**config.mk**
```make
export PLATFORM = sky130hd
export DESIGN_NAME = cfg_word_loader
export DESIGN_NICKNAME = d
export VERILOG_FILES = /design/src/rtl/cfgl_pkg.sv /design/src/rtl/cfgl_sync.sv /design/src/rtl/cfgl_shreg.sv /design/src/rtl/cfgl_ctrl.sv /design/src/rtl/cfgl_regs.sv /design/src/rtl/cfg_word_loader.sv
export SDC_FILE = /design/constraint.sdc
export NUM_CORES = 1
export LEC_CHECK = 0
export BUFFER_PORTS_ARGS = -buffer_cell sky130_fd_sc_hd__buf_2
export CAP_MARGIN = 10
export CORE_MARGIN = 2
export CORE_UTILIZATION = 35
export CTS_BUF_LIST = sky130_fd_sc_hd__clkbuf_4 sky130_fd_sc_hd__clkbuf_8 sky130_fd_sc_hd__clkbuf_16
export CTS_CLUSTER_DIAMETER = 30
export DETAILED_ROUTE_END_ITERATION = 10
export SKIP_LAST_GASP = 1
export SYNTH_ARGS = -nofsm -noshare
export SYNTH_HDL_FRONTEND = slang
export SYNTH_SLANG_ARGS = --single-unit
```
**constraint.sdc**
```tcl
create_clock -name clk -period 2.7 [get_ports clk]
set_input_delay 0 -clock clk [delete_from_list [all_inputs] [get_ports clk]]
set_output_delay 0 -clock clk [all_outputs]
set_load 0.03 [all_outputs]
```
**src/rtl/cfgl_pkg.sv**
```systemverilog
package cfgl_pkg;
    typedef enum logic [1:0] {
        ST_IDLE   = 2'd0,
        ST_SHIFT  = 2'd1,
        ST_COMMIT = 2'd2
    } ld_state_e;
endpackage

```
**src/rtl/cfgl_sync.sv**
```systemverilog
module cfgl_sync #(
    parameter int          W       = 3,
    parameter int          STAGES  = 2,
    parameter logic [W-1:0] RST_VAL = '0
) (
    input  logic         clk,
    input  logic         rst_n,
    input  logic [W-1:0] d,
    output logic [W-1:0] q
);
    logic [W-1:0] stg [STAGES];

    for (genvar s = 0; s < STAGES; s++) begin : g_stage
        if (s == 0) begin : g_first
            always_ff @(posedge clk or negedge rst_n) begin
                if (!rst_n) stg[s] <= RST_VAL;
                else        stg[s] <= d;
            end
        end else begin : g_next
            always_ff @(posedge clk or negedge rst_n) begin
                if (!rst_n) stg[s] <= RST_VAL;
                else        stg[s] <= stg[s-1];
            end
        end
    end

    assign q = stg[STAGES-1];
endmodule

```
**src/rtl/cfgl_shreg.sv**
```systemverilog
module cfgl_shreg #(
    parameter int WORD_W = 18
) (
    input  logic              clk,
    input  logic              rst_n,
    input  logic              shift_en,
    input  logic              bit_in,
    output logic [WORD_W-1:0] word
);
    always_ff @(posedge clk or negedge rst_n) begin
        if (!rst_n)        word <= '0;
        else if (shift_en) word <= {word[WORD_W-2:0], bit_in};
    end
endmodule

```
**src/rtl/cfgl_ctrl.sv**
```systemverilog
module cfgl_ctrl
    import cfgl_pkg::*;
(
    input  logic clk,
    input  logic rst_n,
    input  logic le_s,
    input  logic sck_s,
    output logic shift_en,
    output logic commit
);
    ld_state_e state_q, state_d;
    logic      le_d, sck_d;
    logic      le_rise, sck_rise;

    // previous synchronised levels for edge detection
    always_ff @(posedge clk or negedge rst_n) begin
        if (!rst_n) begin
            le_d  <= 1'b1;
            sck_d <= 1'b0;
        end else begin
            le_d  <= le_s;
            sck_d <= sck_s;
        end
    end

    assign le_rise  = le_s & ~le_d;
    assign sck_rise = sck_s & ~sck_d;

    // state register
    always_ff @(posedge clk or negedge rst_n) begin
        if (!rst_n) state_q <= ST_IDLE;
        else        state_q <= state_d;
    end

    // next state
    always_comb begin
        state_d = state_q;
        unique case (state_q)
            ST_IDLE:   if (!le_s)   state_d = ST_SHIFT;
            ST_SHIFT:  if (le_rise) state_d = ST_COMMIT;
            ST_COMMIT: state_d = ST_IDLE;
            default:   state_d = ST_IDLE;
        endcase
    end

    // outputs
    always_comb begin
        shift_en = 1'b0;
        commit   = 1'b0;
        unique case (state_q)
            ST_SHIFT:  shift_en = sck_rise & ~le_s;
            ST_COMMIT: commit   = 1'b1;
            default: ;
        endcase
    end
endmodule

```
**src/rtl/cfgl_regs.sv**
```systemverilog
module cfgl_regs #(
    parameter int WORD_W    = 18,
    parameter int RATIO_W   = 10,
    parameter int RATIO_MIN = 2
) (
    input  logic               clk,
    input  logic               rst_n,
    input  logic               commit,
    input  logic [WORD_W-1:0]  word,
    output logic [RATIO_W-1:0] ref_ratio,
    output logic               cp_hiz,
    output logic               pd_pos,
    output logic               lock_sel,
    output logic [WORD_W-2:0]  main_word,
    output logic               ref_upd,
    output logic               main_upd,
    output logic               ratio_err
);
    localparam int MAIN_W = WORD_W - 1;
    localparam int KEEP_W = RATIO_W + 3;   // ratio, tri-state, polarity, lock select
    localparam int CP_B   = RATIO_W;
    localparam int PD_B   = RATIO_W + 1;
    localparam int LK_B   = RATIO_W + 2;
    localparam logic [KEEP_W-1:0] REF_RST =
        KEEP_W'((64'd1 << CP_B) | 64'(RATIO_MIN));

    logic [KEEP_W-1:0] ref_q;
    logic [KEEP_W-1:0] ref_cand;
    logic              addr_ref, ratio_ok;

    assign addr_ref = word[0];
    assign ref_cand = word[KEEP_W:1];
    assign ratio_ok = ref_cand[RATIO_W-1:0] >= RATIO_W'(RATIO_MIN);

    always_ff @(posedge clk or negedge rst_n) begin
        if (!rst_n) begin
            ref_q     <= REF_RST;
            main_word <= '0;
            ref_upd   <= 1'b0;
            main_upd  <= 1'b0;
            ratio_err <= 1'b0;
        end else begin
            ref_upd   <= 1'b0;
            main_upd  <= 1'b0;
            ratio_err <= 1'b0;
            if (commit) begin
                if (addr_ref) begin
                    if (ratio_ok) begin
                        ref_q   <= ref_cand;
                        ref_upd <= 1'b1;
                    end else begin
                        ratio_err <= 1'b1;
                    end
                end else begin
                    main_word <= word[MAIN_W:1];
                    main_upd  <= 1'b1;
                end
            end
        end
    end

    assign ref_ratio = ref_q[RATIO_W-1:0];
    assign cp_hiz    = ref_q[CP_B];
    assign pd_pos    = ref_q[PD_B];
    assign lock_sel  = ref_q[LK_B];
endmodule

```
**src/rtl/cfg_word_loader.sv**
```systemverilog
module cfg_word_loader #(
    parameter int WORD_W      = 18,
    parameter int RATIO_W     = 10,
    parameter int RATIO_MIN   = 2,
    parameter int SYNC_STAGES = 2
) (
    input  logic               clk,
    input  logic               rst_n,
    input  logic               ser_clk,
    input  logic               ser_dat,
    input  logic               ser_le,
    output logic [RATIO_W-1:0] ref_ratio,
    output logic               cp_hiz,
    output logic               pd_pos,
    output logic               lock_sel,
    output logic [WORD_W-2:0]  main_word,
    output logic               ref_upd,
    output logic               main_upd,
    output logic               ratio_err
);
    logic [2:0]        ser_s;
    logic              shift_en, commit;
    logic [WORD_W-1:0] word;

    // bit 2: latch strobe (resets high), bit 1: shift clock, bit 0: data
    cfgl_sync #(.W(3), .STAGES(SYNC_STAGES), .RST_VAL(3'b100)) i_sync (
        .clk   (clk),
        .rst_n (rst_n),
        .d     ({ser_le, ser_clk, ser_dat}),
        .q     (ser_s)
    );

    cfgl_ctrl i_ctrl (
        .clk      (clk),
        .rst_n    (rst_n),
        .le_s     (ser_s[2]),
        .sck_s    (ser_s[1]),
        .shift_en (shift_en),
        .commit   (commit)
    );

    cfgl_shreg #(.WORD_W(WORD_W)) i_shreg (
        .clk      (clk),
        .rst_n    (rst_n),
        .shift_en (shift_en),
        .bit_in   (ser_s[0]),
        .word     (word)
    );

    cfgl_regs #(.WORD_W(WORD_W), .RATIO_W(RATIO_W), .RATIO_MIN(RATIO_MIN)) i_regs (
        .clk       (clk),
        .rst_n     (rst_n),
        .commit    (commit),
        .word      (word),
        .ref_ratio (ref_ratio),
        .cp_hiz    (cp_hiz),
        .pd_pos    (pd_pos),
        .lock_sel  (lock_sel),
        .main_word (main_word),
        .ref_upd   (ref_upd),
        .main_upd  (main_upd),
        .ratio_err (ratio_err)
    );
endmodule

```
=== Word level (Yosys, flattened, before mapping) ===
Index checks and enable logic that the tools add are counted.

* Register bits: 61
* Input port bits: 5
* Output and inout bits: 33
* Logic and storage cells: 40

* $lt $le $gt $ge: 1
* Equal/unequal tests: 4
* Muxes and demuxes: 13
* Bitwise logic cells: 7
* Reduce and logical (&&, ||, !) cells: 4

{| class="wikitable"
|+ Operator list
! operator !! count
|-
| 10-bit by 2-bit >= comparator with 1-bit output (second input constant) || 1
|-
| 1-bit two-way mux || 10
|-
| 2-bit two-way mux || 2
|-
| 1-bit inverter || 4
|-
| 2-bit case mux with 2 select lines || 1
|-
| 2-bit AND reduction || 2
|-
| 1-bit AND || 3
|-
| 3-bit AND reduction || 1
|-
| 2-bit by 1-bit == test with 1-bit output (second input constant) || 1
|-
| 2-bit == test (second input constant) || 1
|-
| 2-bit logical NOT || 1
|-
| 2-bit by 1-bit inequality test with 1-bit output (second input constant) || 1
|-
| 2-bit inequality test (second input constant) || 1
|}

=== Logic depth before layout (Yosys ltp) ===
Gate-level depths: netlist (run 1).

* Depth in word-level cells: 4
* Gate-level depth with buffers: 5
* Gate-level depth less buffers: 3

=== Cells and area by module ===
Synthesis (run 1) repeated with hierarchy kept, for this count alone.

* Cells, all modules: 133
* Area total of the unflattened synthesis: 2297.2 sq um

{| class="wikitable"
|+ Modules (own cells, without submodules)
! module !! instances !! cells an instance !! area each (sq um) !! sequential area each (sq um)
|-
| cfgl_regs || 1 || 76 || 1257.5 || 828.3
|-
| cfgl_shreg || 1 || 38 || 721.9 || 450.4
|-
| cfgl_sync || 1 || 9 || 175.2 || 152.6
|-
| cfgl_ctrl || 1 || 10 || 142.6 || 101.3
|}

=== Worst setup path before layout (run 1) ===
No wires, ideal clock.

* Path type: reg-to-reg
* From: register i_shreg.word[9]
* To: register i_regs.ref_q[11]
* Setup time: 125 ps
* Arrival: 1831 ps
* Data required time: 2575 ps
* Path slack: 744 ps
* Cell stages (with the launch flop): 5
* Path buffers: 1
* Period minus slack after synthesis: 1956 ps
* Path through: dfrtp_1 > or4_4 > o41ai_4 > buf_6 > mux2_4

* Word-level cells in the longest chain between the ends: 2

{| class="wikitable"
|+ Ends and longest elaborated chain
! item !! line !! RTL
|-
| from (decl) || cfgl_shreg.sv:8 || <nowiki>output logic [WORD_W-1:0] word</nowiki>
|-
| from (signal assigned) || cfgl_shreg.sv:12 || <nowiki>else if (shift_en) word <= {word[WORD_W-2:0], bit_in};</nowiki>
|-
| 10-bit by 2-bit >= comparator with 1-bit output || cfgl_regs.sv:33 || <nowiki>assign ratio_ok = ref_cand[RATIO_W-1:0] >= RATIO_W'(RATIO_MIN);</nowiki>
|-
| 3-bit AND reduction (no source line) || -- ||
|-
| to (signal assigned) || cfgl_regs.sv:49 || <nowiki>ref_q <= ref_cand;</nowiki>
|-
| to (decl) || cfgl_regs.sv:27 || <nowiki>logic [KEEP_W-1:0] ref_q;</nowiki>
|}

Every way passes these cells.
A chain may end at the register's enable or synchronous reset.

=== Final worst setup path (run 1) ===
* From: register i_shreg.word[10]
* To: register i_regs.ref_q[9]

* Word-level cells in the longest chain between the ends: 2

{| class="wikitable"
|+ Ends and longest elaborated chain
! item !! line
|-
| 10-bit by 2-bit >= comparator with 1-bit output || cfgl_regs.sv:33
|-
| 3-bit AND reduction (no source line) || --
|}

Several ways; a longest one is shown, not always the timed one.

==> flow_metrics.env, run 1 <==
export IMPL_run_status="finished clean"
export IMPL_final_max_slew_viol_count=0
export IMPL_floorplan_die_area_um2=6976
export IMPL_syn_num_nets=134
export IMPL_die_height_um=83.53
export IMPL_net_total_in_the_final_layout=185
export IMPL_post_drt_via_cell_ratio=4.746
export IMPL_dominantRegCellSynth="sky130_fd_sc_hd__dfrtp_1"
export IMPL_initial_cell_density_of_the_core=0.3673
export IMPL_sum_of_negative_setup_slack_ns=0
export IMPL_tritoncts="done"
export IMPL_route_vias_total=1234
export IMPL_area_of_combinational_cells_with_multiple_inputs_um2=645.6
export IMPL_n_antenna_cell=0
export IMPL_final_layout_size_suffix_gt1_frac=0.5784
export IMPL_final_setup_worst_slack_ns=0.7338
export IMPL_grtUsageTotal=0.1232
export IMPL_yosysMostFrequentCell="sky130_fd_sc_hd__dfrtp_1"
export IMPL_synth_top_area_share=0.6331
export IMPL_cts_sinks=61
export IMPL_fin_total_pwr_w=0.002125
export IMPL_period_needed_ns=1.966
export IMPL_maximum_number_of_pins_on_one_net_before_global_route_repair=36
export IMPL_period_share=0.7282
export IMPL_worst_skew_pair_late_latency_ns=0.32
export IMPL_wire_per_inst_um=14.93
export IMPL_die_w_um=83.53
export IMPL_cp_start_kind="flop"
export IMPL_async_flop_share=1.000
export IMPL_yosysUniqueCellTypes=22
export IMPL_aggregate_routed_wire_length_um=3882
export IMPL_report_final_hold_viol_count=0
export IMPL_pin_count=38
export IMPL_crit_path_required_time_ns=2.90
export IMPL_drt_pass1_iterations=4
export IMPL_ctsLongestPathBuffers=2
export IMPL_place_detailed_hpwl_um=2650
export IMPL_power_density_nw_per_um2=773.9
export IMPL_path_buf_inv=1
export IMPL_core_region_area_um2=6026
export IMPL_first_global_vias=1324
export IMPL_tightestPinTransition_ns=0.8430
export IMPL_htree_levels=3
export IMPL_netlist_instances=129
export IMPL_preCtsSetupSlack_ns=0.7291
export IMPL_p_leak_nw=1.466
export IMPL_filler_cell_count_in_the_final_layout=557
export IMPL_cts_clk_slew_worst_paths_ns=0.06
export IMPL_cts_buffers=9
export IMPL_detail_route_iter0_violations=65
export IMPL_number_of_antenna_violations_at_the_first_check_in_global_routing=0
export IMPL_postRouteAntennaNets=0
export IMPL_clock_tree_root_cell="sky130_fd_sc_hd__clkbuf_8"
export IMPL_kind_of_path_behind_the_tightest_hold_check="in -> async"
export IMPL_grt_first_pass_wirelength_um=6686
export IMPL_irDropWorstVdd_uv=469.3
export IMPL_number_of_core_rows=28
export IMPL_max_cap_violations=0
export IMPL_fmaxAchievable_mhz=508.6
export IMPL_setup_repair_after_global_routing_missed_its_margin="no"
export IMPL_synth_avg_cell_area_um2=17.16
export IMPL_setup_viol=0
export IMPL_synth_edff_count=0
export IMPL_crit_path_end_kind="flop"
export IMPL_number_of_remaining_drc_errors=0
export IMPL_timing_clock_skew_ns=0.006673
export IMPL_seq_cells_post_synth=61
export IMPL_routabilityCongestion=0.7469
export IMPL_synth_top_cells_by_count="sky130_fd_sc_hd__dfrtp_1 (56), sky130_fd_sc_hd__mux2_2 (39), sky130_fd_sc_hd__a22o_1 (7)"
export IMPL_timing_critical_path_slowest_stage_cell="sky130_fd_sc_hd__or4_4"
export IMPL_critical_path_max_stage_delay_ns=0.55
export IMPL_slew_headroom=0.4376
export IMPL_worst_path_max_fanout=7
export IMPL_synth_warning_count=0
export IMPL_crit_path_cell_trace="or4_4, o41ai_4, buf_4, mux2_2"
export IMPL_synth_area_um2=2213
export IMPL_criticalPathCategory="reg -> reg"
export IMPL_worst_endpoint_arrival_ns=2.17
export IMPL_sequential_cell_area_um2=1533
export IMPL_crit_family="simple AND/OR/NAND/NOR gates"
export IMPL_portBuffers=37
export IMPL_gr_total_overflow=0
export IMPL_yosysSeqAreaShare=0.6925
export IMPL_post_synth_main_area_contributors="sky130_fd_sc_hd__dfrtp_1 (63%), sky130_fd_sc_hd__mux2_2 (20%), sky130_fd_sc_hd__dfstp_2 (5.9%)"
export IMPL_synth_top_area_cell="sky130_fd_sc_hd__dfrtp_1"
export IMPL_area_growth_pct=24.08
-- registers in the layout, summed over array words and instances, names as in the netlist --
signal / count
i_ctrl.le_d: 1
i_regs.ref_q: 13
i_sync.stg: 3
i_regs.ref_upd: 1
i_ctrl.state_q: 2
i_shreg.word: 18
i_regs.ratio_err: 1
i_regs.main_upd: 1
i_sync.q: 3
i_ctrl.sck_d: 1
i_regs.main_word: 17
-- report_power, final --
part	switching, W	internal [W]	total (W)	leakage, nW
clock network	0.000309	0.000480	0.000789	0.110
registers	0.0000727	0.000998	0.00107	0.811
logic	0.000150	0.000116	0.000265	0.545
-- path summary, 6_finish.rpt --
| path | slack (ns) | to | cells after the start | start |
|---|---|---|---|---|
| worst max-delay path | 0.73 | i_regs.ref_q[9]$_DFFE_PN0P_ | 4 | i_shreg.word[10]$_DFFE_PN0P_ |
| worst min-delay path | 0.21 | i_regs.ref_q[8]$_DFFE_PN0P_ | 2 | rst_n |
| worst max register to register | 0.73 | i_regs.ref_q[9]$_DFFE_PN0P_ | 4 | i_shreg.word[10]$_DFFE_PN0P_ |
| worst min register to register | 0.35 | i_sync.q[1]$_DFF_PN0_ | 0 | i_sync.stg[4]$_DFF_PN0_ |
| max in group asynchronous | 1.60 | i_ctrl.le_d$_DFF_PN1_ | 3 | rst_n |
| min in group clk | 0.32 | i_sync.stg[3]$_DFF_PN0_ | 2 | ser_dat |
-- per-layer routing --
layer / wire length [um] / global-route usage / part of all wire
met1: 1778 / 0.1559 / 0.46
met2: 1883 / 0.1826 / 0.49
met3: 205 / 0.05638 / 0.053
met4: 14 / 0.05279 / 0.0036
met5: 0 / 0 / 0
-- timing repair --
item                      4_1_cts  5_1_grt
resized for setup               0        0
hold buffers                    4        0
hold endpoints to repair       28        0
setup buffers                   0        0
-- through the flow --
| step | util | instance area (um^2) | hold WS, ns | std cells |
|---|---|---|---|---|
| final | 0.4558 | 2746 | 0.2132 | 260 |
| after global routing | 0.4558 | 2746 | 0.2663 | 260 |
| after CTS | 0.4558 | 2746 | 0.2215 | 260 |
| after detailed placement | 0.4147 | 2499 | 0.03650 | 240 |
| after global placement | 0.4147 | 2499 | 0.01847 | 240 |
| after floorplan | - | 2213 | -0.2956 | 129 |
-- kinds of logic (layout without fill, tap and decap cells) --
group	Yosys count	after routing	synth area share
AO/OA/AOI/OAI	9	9	0.04240
buffers and inverters	7	63	0.01809
flip-flops	61	61	0.6925
multiplexers	41	41	0.2120
AND/OR/NAND/NOR	11	11	0.03505
-- cells in the final DEF, fill, tap and decap left out --
| cell | synthesis | layout |
|---|---|---|
| sky130_fd_sc_hd__dfrtp_1 | 56 | 56 |
| sky130_fd_sc_hd__mux2_2 | 39 | 39 |
| sky130_fd_sc_hd__buf_2 | 2 | 37 |
| sky130_fd_sc_hd__clkbuf_8 | 0 | 14 |
| sky130_fd_sc_hd__a22o_1 | 7 | 7 |
| sky130_fd_sc_hd__dfstp_2 | 5 | 5 |
| sky130_fd_sc_hd__buf_4 | 1 | 5 |
| sky130_fd_sc_hd__dlygate4sd3_1 | 0 | 4 |
| sky130_fd_sc_hd__nor3_1 | 2 | 2 |
| sky130_fd_sc_hd__mux2_4 | 2 | 2 |
| sky130_fd_sc_hd__clkbuf_4 | 0 | 2 |
| sky130_fd_sc_hd__nor3b_2 | 0 | 1 |
| sky130_fd_sc_hd__and3b_1 | 1 | 1 |
| sky130_fd_sc_hd__or4_4 | 1 | 1 |
| sky130_fd_sc_hd__and3_1 | 1 | 1 |
| sky130_fd_sc_hd__or3_1 | 1 | 1 |
| sky130_fd_sc_hd__o41ai_4 | 1 | 1 |
| sky130_fd_sc_hd__inv_1 | 1 | 1 |
| sky130_fd_sc_hd__nor2_1 | 1 | 1 |
| sky130_fd_sc_hd__and4b_1 | 1 | 1 |
| sky130_fd_sc_hd__nor4bb_1 | 1 | 1 |
| sky130_fd_sc_hd__nand2_1 | 1 | 1 |
| sky130_fd_sc_hd__a21oi_1 | 1 | 1 |
-- layout make-up --
cell class | instances | area share
sequential | 61 | 0.5581
multi-input combinational | 61 | 0.2351
timing repair buffer | 46 | 0.09567
clock buffer | 16 | 0.07563
tap | 75 | 0.03417
inverter | 1 | 0.001367
Power figures use the tool's default switching activity.
==> run 2, diff against run 1 <==
Clock period 2.7 ns to 1.85 ns, I/O delays scaled along.
==> run 2 against run 1 <==
Compared with the run above:
- combinational power is 79% higher
- final area is 2.4% higher
- critical path depth stayed put
- flip-flop and latch count stayed put
- register-to-register slack worse by 0.73 ns
- power is 45% higher
- hold slack better by 0.096 ns
- non-clock buffer count is 11 higher
- fmax is 6.3% higher
- die area stayed put
- sequential share of layout area is 1.3 points lower
- setup slack worse by 0.73 ns
==> flow_metrics.env, run 2 (synthesized netlist as in run 1, its figures left out) <==
export IMPL_run_status="finished clean"
export IMPL_ctsLongestPathBuffers=2
export IMPL_tritoncts="done"
export IMPL_cts_sinks=61
export IMPL_layout_cells_most_common="sky130_fd_sc_hd__dfrtp_1"
export IMPL_n_antenna_cell=0
export IMPL_wire_per_inst_um=14.83
export IMPL_cts_buffers=9
export IMPL_timing_clock_skew_ns=0.004964
export IMPL_grt_first_pass_wirelength_um=6755
export IMPL_floorplan_die_area_um2=6976
export IMPL_timing_hold_worst_path_depth=2
export IMPL_maximum_number_of_pins_on_one_net_before_global_route_repair=62
export IMPL_crit_family="simple AND/OR/NAND/NOR gates"
export IMPL_dpl_cell_count=250
export IMPL_worst_path_max_fanout=7
export IMPL_crit_path_start="i_shreg.word[9]$_DFFE_PN0P_"
export IMPL_place_detailed_hpwl_um=2705
export IMPL_route_vias_total=1275
export IMPL_timing_critical_path_slowest_stage_cell="sky130_fd_sc_hd__or4_4"
export IMPL_max_cap_violations=0
export IMPL_worst_skew_pair_late_latency_ns=0.33
export IMPL_worst_endpoint_arrival_ns=2.06
export IMPL_htree_levels=3
export IMPL_first_global_vias=1342
export IMPL_report_final_hold_viol_count=0
export IMPL_setup_viol=0
export IMPL_setup_repair_after_global_routing_missed_its_margin="yes"
export IMPL_die_height_um=83.53
export IMPL_timing_rr_end="i_regs.ref_q[0]$_DFFE_PN0P_"
export IMPL_largest_register_ffs=18
export IMPL_path_buf_inv=1
export IMPL_clockPowerShare=0.348
export IMPL_reg_to_reg_start="i_shreg.word[9]$_DFFE_PN0P_"
export IMPL_net_total_in_the_final_layout=196
export IMPL_pin_count=38
export IMPL_area_of_combinational_cells_with_multiple_inputs_um2=645.6
export IMPL_number_of_core_rows=28
export IMPL_placedInstanceArea_um2=2574
export IMPL_tightestPinTransition_ns=0.7401
export IMPL_clock_tree_root_cell="sky130_fd_sc_hd__clkbuf_8"
export IMPL_die_w_um=83.53
export IMPL_number_of_antenna_violations_at_the_first_check_in_global_routing=0
export IMPL_drt_pass1_iterations=4
export IMPL_r2r_slack_ns=0.0007
export IMPL_post_drt_via_cell_ratio=4.705
export IMPL_p_leak_nw=1.517
export IMPL_crit_path_required_time_ns=2.06
export IMPL_worst_hold_start="ser_dat"
export IMPL_routabilityCongestion=0.7744
export IMPL_postRouteAntennaNets=0
export IMPL_cts_clk_slew_worst_paths_ns=0.06
export IMPL_detail_route_iter0_violations=32
export IMPL_period_needed_ns=1.849
export IMPL_power_density_nw_per_um2=1095
export IMPL_final_max_slew_viol_count=0
export IMPL_period_share=0.9996
export IMPL_fin_cells=271
export IMPL_critical_path_max_stage_delay_ns=0.56
export IMPL_kind_of_path_behind_the_tightest_hold_check="in -> reg"
export IMPL_core_region_area_um2=6026
export IMPL_irDropWorstVdd_uv=596.9
export IMPL_switching_power_w=0.0007976
export IMPL_crit_path_end_kind="flop"
export IMPL_stdcell_area_um2=2811
export IMPL_reg2regPathDepth=4
export IMPL_finalCoreUtilization=0.4666
export IMPL_sequential_cell_area_um2=1533
export IMPL_slew_headroom=0.5066
export IMPL_portBuffers=37
export IMPL_internal_power_w=0.002282
export IMPL_top_register="i_shreg.word"
export IMPL_final_layout_size_suffix_gt1_frac=0.6020
export IMPL_sw_frac_of_total=0.2590
export IMPL_initial_cell_density_of_the_core=0.3673
export IMPL_reg_top3="i_shreg.word x18, i_regs.main_word x17, i_regs.ref_q x13"
export IMPL_p_comb_frac=0.154
export IMPL_crit_path_cell_trace="or4_4, o41ai_4, buf_6, mux2_2"
export IMPL_layout_common_cells="sky130_fd_sc_hd__dfrtp_1 (56), sky130_fd_sc_hd__mux2_2 (39), sky130_fd_sc_hd__buf_2 (37)"
export IMPL_area_growth_pct=27.02
export IMPL_number_of_remaining_drc_errors=0
export IMPL_hold_path_endpoint="i_sync.stg[3]$_DFF_PN0_"
export IMPL_aggregate_routed_wire_length_um=4018
export IMPL_grtUsageTotal=0.1266
export IMPL_fmaxAchievable_mhz=540.7
export IMPL_gr_total_overflow=0
export IMPL_criticalPathCategory="reg -> reg"
export IMPL_power_share_sequential=0.498
export IMPL_cp_start_kind="flop"
export IMPL_filler_cell_count_in_the_final_layout=563
==> run 2: cell count changes in the layout (fill, tap and decap cells not counted), sizes merged <==
| cell | delta |
|---|---|
| buf | +11 |
| clkbuf | -1 |
| clkinv | +1 |
==> run 2: timing repair <==
action,4_1_cts,5_1_grt
hold buffers,4,0
resized for setup,1,0
buffers inserted,1,0
hold endpoints to repair,59,0
setup endpoints to repair,3,6
==> run 2: final cells by class <==
cell class                 instances  share of cell area
clock inverter                     1            0.001780
inverter                           1            0.001335
multi-input combinational         61              0.2296
timing repair buffer              57              0.1242
tap                               75             0.03338
sequential                        61              0.5452
clock buffer                      15             0.06453
==> run 2: worst max path at each step <==
stage	to	cells past startpoint	slack (ns)
finish	i_regs.ref_q[0]$_DFFE_PN0P_	4	0.0007
global placement	i_regs.ref_q[9]$_DFFE_PN0P_	4	0.03
global route	i_regs.ref_q[8]$_DFFE_PN0P_	4	-0.07
CTS	i_regs.ref_q[8]$_DFFE_PN0P_	4	-0.0004
detailed placement	i_regs.ref_q[8]$_DFFE_PN0P_	4	-0.02
floorplan	i_regs.ref_q[11]$_DFFE_PN0P_	4	-0.03
==> run 2: power groups by stage <==
| stage | sequential, W | clock [W] | combinational (W) |
|---|---|---|---|
| 2_1_floorplan | 0.00166 | 0 | 0.000177 |
| 3_3_place_gp | 0.00155 | 0 | 0.000459 |
| 3_5_place_dp | 0.00156 | 0 | 0.000474 |
| 4_1_cts | 0.00154 | 0.00112 | 0.000483 |
| 5_1_grt | 0.00155 | 0.00118 | 0.000512 |
| 6_report | 0.00153 | 0.00107 | 0.000474 |
==> run 2: metal layers <==
| metal | up-vias | global-route usage | part of all wire |
|---|---|---|---|
| met4 | 0 | 0.04839 | 0.019 |
| li1 | 594 | - | - |
| met2 | 39 | 0.1921 | 0.49 |
| met3 | 9 | 0.06429 | 0.067 |
| met1 | 633 | 0.1548 | 0.42 |
| met5 | - | 0 | 0 |
==> run 2: worst reg2reg max path, delay by kind of cell (launching register included) <==
family,cells,cell delay [ns]
multiplexers,1,0.33
AND/OR/NAND/NOR,1,0.56
flip-flops,1,0.38
AO/OA/AOI/OAI,1,0.27
buffers and inverters,1,0.19
==> run 2: through the flow <==
step,hold slack [ns],setup TNS [ns],total power (W),setup slack (ns)
2_1_floorplan,-0.2956,-0.05800,0.001834,-0.02900
3_3_place_gp,0.1050,0,0.002010,0.02885
3_5_place_dp,0.1093,-0.05409,0.002035,-0.02089
4_1_cts,0.2921,-0.0003955,0.003135,-0.0003955
5_1_grt,0.3004,-0.2241,0.003241,-0.06610
6_report,0.3087,0,0.003080,0.0007048
==> run 3, diff against run 2 <==
Settings changed: CORE_ASPECT_RATIO set to 0.8.
==> run 3 against run 2 <==
Compared with the run above:
- via count shrank 0.16%
- non-clock buffer count is the same
- sequential share of layout area shrank 0.22 points
- register-to-register slack is essentially flat
- critical path depth is the same
- global-route usage grew 0.97 points
- sequential power is essentially flat
- critical path type unchanged
==> flow_metrics.env, run 3 (synthesized netlist as in run 1, its figures left out) <==
export IMPL_run_status="finished clean"
export IMPL_routed_wl_met3_um=191
export IMPL_crit_path_required_time_ns=2.07
export IMPL_largest_register_ffs=18
export IMPL_die_w_um=92.91
export IMPL_tritoncts="done"
export IMPL_post_drt_via_cell_ratio=4.596
export IMPL_layout_common_cells="sky130_fd_sc_hd__dfrtp_1 (56), sky130_fd_sc_hd__mux2_2 (39), sky130_fd_sc_hd__buf_2 (37)"
export IMPL_met2WireLength_um=2036
export IMPL_number_of_core_rows=25
export IMPL_aggregate_routed_wire_length_um=4155
export IMPL_reg_to_reg_start="i_shreg.word[9]$_DFFE_PN0P_"
export IMPL_ctsLongestPathBuffers=2
export IMPL_cts_sinks=61
export IMPL_setup_repair_after_global_routing_missed_its_margin="yes"
export IMPL_period_needed_ns=1.849
export IMPL_floorplan_die_area_um2=6980
export IMPL_worst_path_max_fanout=7
export IMPL_grt_first_pass_wirelength_um=6934
export IMPL_reg2regPathDepth=4
export IMPL_report_final_hold_viol_count=0
export IMPL_r2r_slack_ns=0.001
export IMPL_area_growth_pct=27.53
export IMPL_timing_clock_skew_ns=0.006624
export IMPL_routabilityCongestion=0.7153
export IMPL_n_antenna_cell=0
export IMPL_fin_total_pwr_w=0.003046
export IMPL_tightestPinTransition_ns=0.5961
export IMPL_layout_cells_most_common="sky130_fd_sc_hd__dfrtp_1"
export IMPL_die_height_um=75.13
export IMPL_power_density_nw_per_um2=1079
export IMPL_timing_rr_end="i_regs.ref_q[0]$_DFFE_PN0P_"
export IMPL_core_region_area_um2=6006
export IMPL_route_vias_total=1273
export IMPL_cts_buffers=9
export IMPL_number_of_remaining_drc_errors=0
export IMPL_place_detailed_hpwl_um=2890
export IMPL_reg_top3="i_shreg.word x18, i_regs.main_word x17, i_regs.ref_q x13"
export IMPL_cp_start_kind="flop"
export IMPL_fmaxAchievable_mhz=540.9
export IMPL_setup_viol=0
export IMPL_clock_tree_root_cell="sky130_fd_sc_hd__clkbuf_8"
export IMPL_top_register="i_shreg.word"
export IMPL_final_setup_worst_slack_ns=0.001263
export IMPL_kind_of_path_behind_the_tightest_hold_check="in -> async"
export IMPL_slew_headroom=0.6026
export IMPL_drt_met1_wl_um=1854
export IMPL_gr_total_overflow=0
export IMPL_cts_clk_slew_worst_paths_ns=0.06
export IMPL_worst_skew_pair_late_latency_ns=0.33
export IMPL_initial_cell_density_of_the_core=0.3685
export IMPL_detail_route_iter0_violations=85
export IMPL_criticalPathCategory="reg -> reg"
export IMPL_number_of_antenna_violations_at_the_first_check_in_global_routing=0
export IMPL_maximum_number_of_pins_on_one_net_before_global_route_repair=38
export IMPL_grtUsageTotal=0.1363
export IMPL_worst_endpoint_arrival_ns=2.07
export IMPL_max_cap_violations=0
export IMPL_irDropWorstVdd_uv=381.0
export IMPL_first_global_vias=1385
export IMPL_crit_path_end_kind="flop"
export IMPL_final_max_slew_viol_count=0
export IMPL_postRouteAntennaNets=0
export IMPL_final_layout_size_suffix_gt1_frac=0.6020
export IMPL_finalCoreUtilization=0.4700
export IMPL_portBuffers=37
export IMPL_htree_levels=3
export IMPL_drt_pass1_iterations=4
export IMPL_period_share=0.9993
export IMPL_route_top_layer_used="met4"
export IMPL_net_total_in_the_final_layout=196
export IMPL_wire_per_inst_um=15.00
export IMPL_pin_count=38
export IMPL_filler_cell_count_in_the_final_layout=555
export IMPL_p_leak_nw=1.517
export IMPL_preCtsSetupSlack_ns=-0.02671
## run 3: changes by cell type in the layout (fill, tap and decap cells not counted)
cell                       change
sky130_fd_sc_hd__buf_12        +1
sky130_fd_sc_hd__buf_4         -1
sky130_fd_sc_hd__clkbuf_8      -1
sky130_fd_sc_hd__clkinv_2      +1
## run 3: metal layers
| layer | track usage | vias up |
|---|---|---|
| met5 | 0 | - |
| met4 | 0.06046 | 0 |
| met3 | 0.05506 | 6 |
| met2 | 0.2134 | 31 |
| met1 | 0.1698 | 645 |
| li1 | - | 591 |
## run 3: worst max-delay path, stage by stage (launching register included)
cell and delay, ns:
sky130_fd_sc_hd__dfrtp_1 0.38, sky130_fd_sc_hd__or4_4 0.56, sky130_fd_sc_hd__o41ai_4 0.26, sky130_fd_sc_hd__buf_6 0.19
sky130_fd_sc_hd__mux2_2 0.34
## run 3: how the worst max path moves through the flow
stage	end	start	depth (start not counted)	slack (ns)
floorplan	i_regs.ref_q[11]$_DFFE_PN0P_	i_shreg.word[9]$_DFFE_PN0P_	4	-0.03
global placement	i_regs.ref_q[9]$_DFFE_PN0P_	i_shreg.word[9]$_DFFE_PN0P_	4	0.03
detailed placement	i_regs.ref_q[8]$_DFFE_PN0P_	i_shreg.word[9]$_DFFE_PN0P_	4	-0.03
CTS	i_regs.ref_q[8]$_DFFE_PN0P_	i_shreg.word[9]$_DFFE_PN0P_	4	0.005
global route	i_regs.ref_q[0]$_DFFE_PN0P_	i_shreg.word[9]$_DFFE_PN0P_	4	-0.05
finish	i_regs.ref_q[0]$_DFFE_PN0P_	i_shreg.word[9]$_DFFE_PN0P_	4	0.001
## run 3: repair_timing
action,CTS,global route
setup endpoints to repair,3,5
gates resized for setup,1,0
setup buffers,2,0
hold buffers,4,0
gates cloned,0,0
endpoints found under the hold margin,26,0
## run 3: layout make-up
| class | instances | area [um^2] | area share |
|---|---|---|---|
| sequential | 61 | 1533 | 0.5430 |
| multi-input combinational | 61 | 645.6 | 0.2287 |
| timing repair buffer | 57 | 361.6 | 0.1281 |
| clock buffer | 14 | 167.7 | 0.05940 |
| tap | 81 | 101.3 | 0.03590 |
| clock inverter | 2 | 10.01 | 0.003546 |
| inverter | 1 | 3.754 | 0.001330 |
## run 3: metrics by stage
step	std cells	hold slack, ns	area (um^2)	TNS [ns]
6_report	277	0.2162	2823	0
5_1_grt	277	0.2457	2823	-0.1380
3_5_place_dp	255	0.03295	2586	-0.06714
2_1_floorplan	129	-0.2956	2213	-0.05800
4_1_cts	277	0.2203	2823	0
3_3_place_gp	255	0.01411	2586	0
## run 3: power breakdown
part / total (W) / switching [W] / leakage, nW / internal [W]
sequential: 0.00154 / 0.0000836 / 0.811 / 0.00146
combinational: 0.000470 / 0.000260 / 0.608 / 0.000210
clock: 0.00104 / 0.000458 / 0.0981 / 0.000578
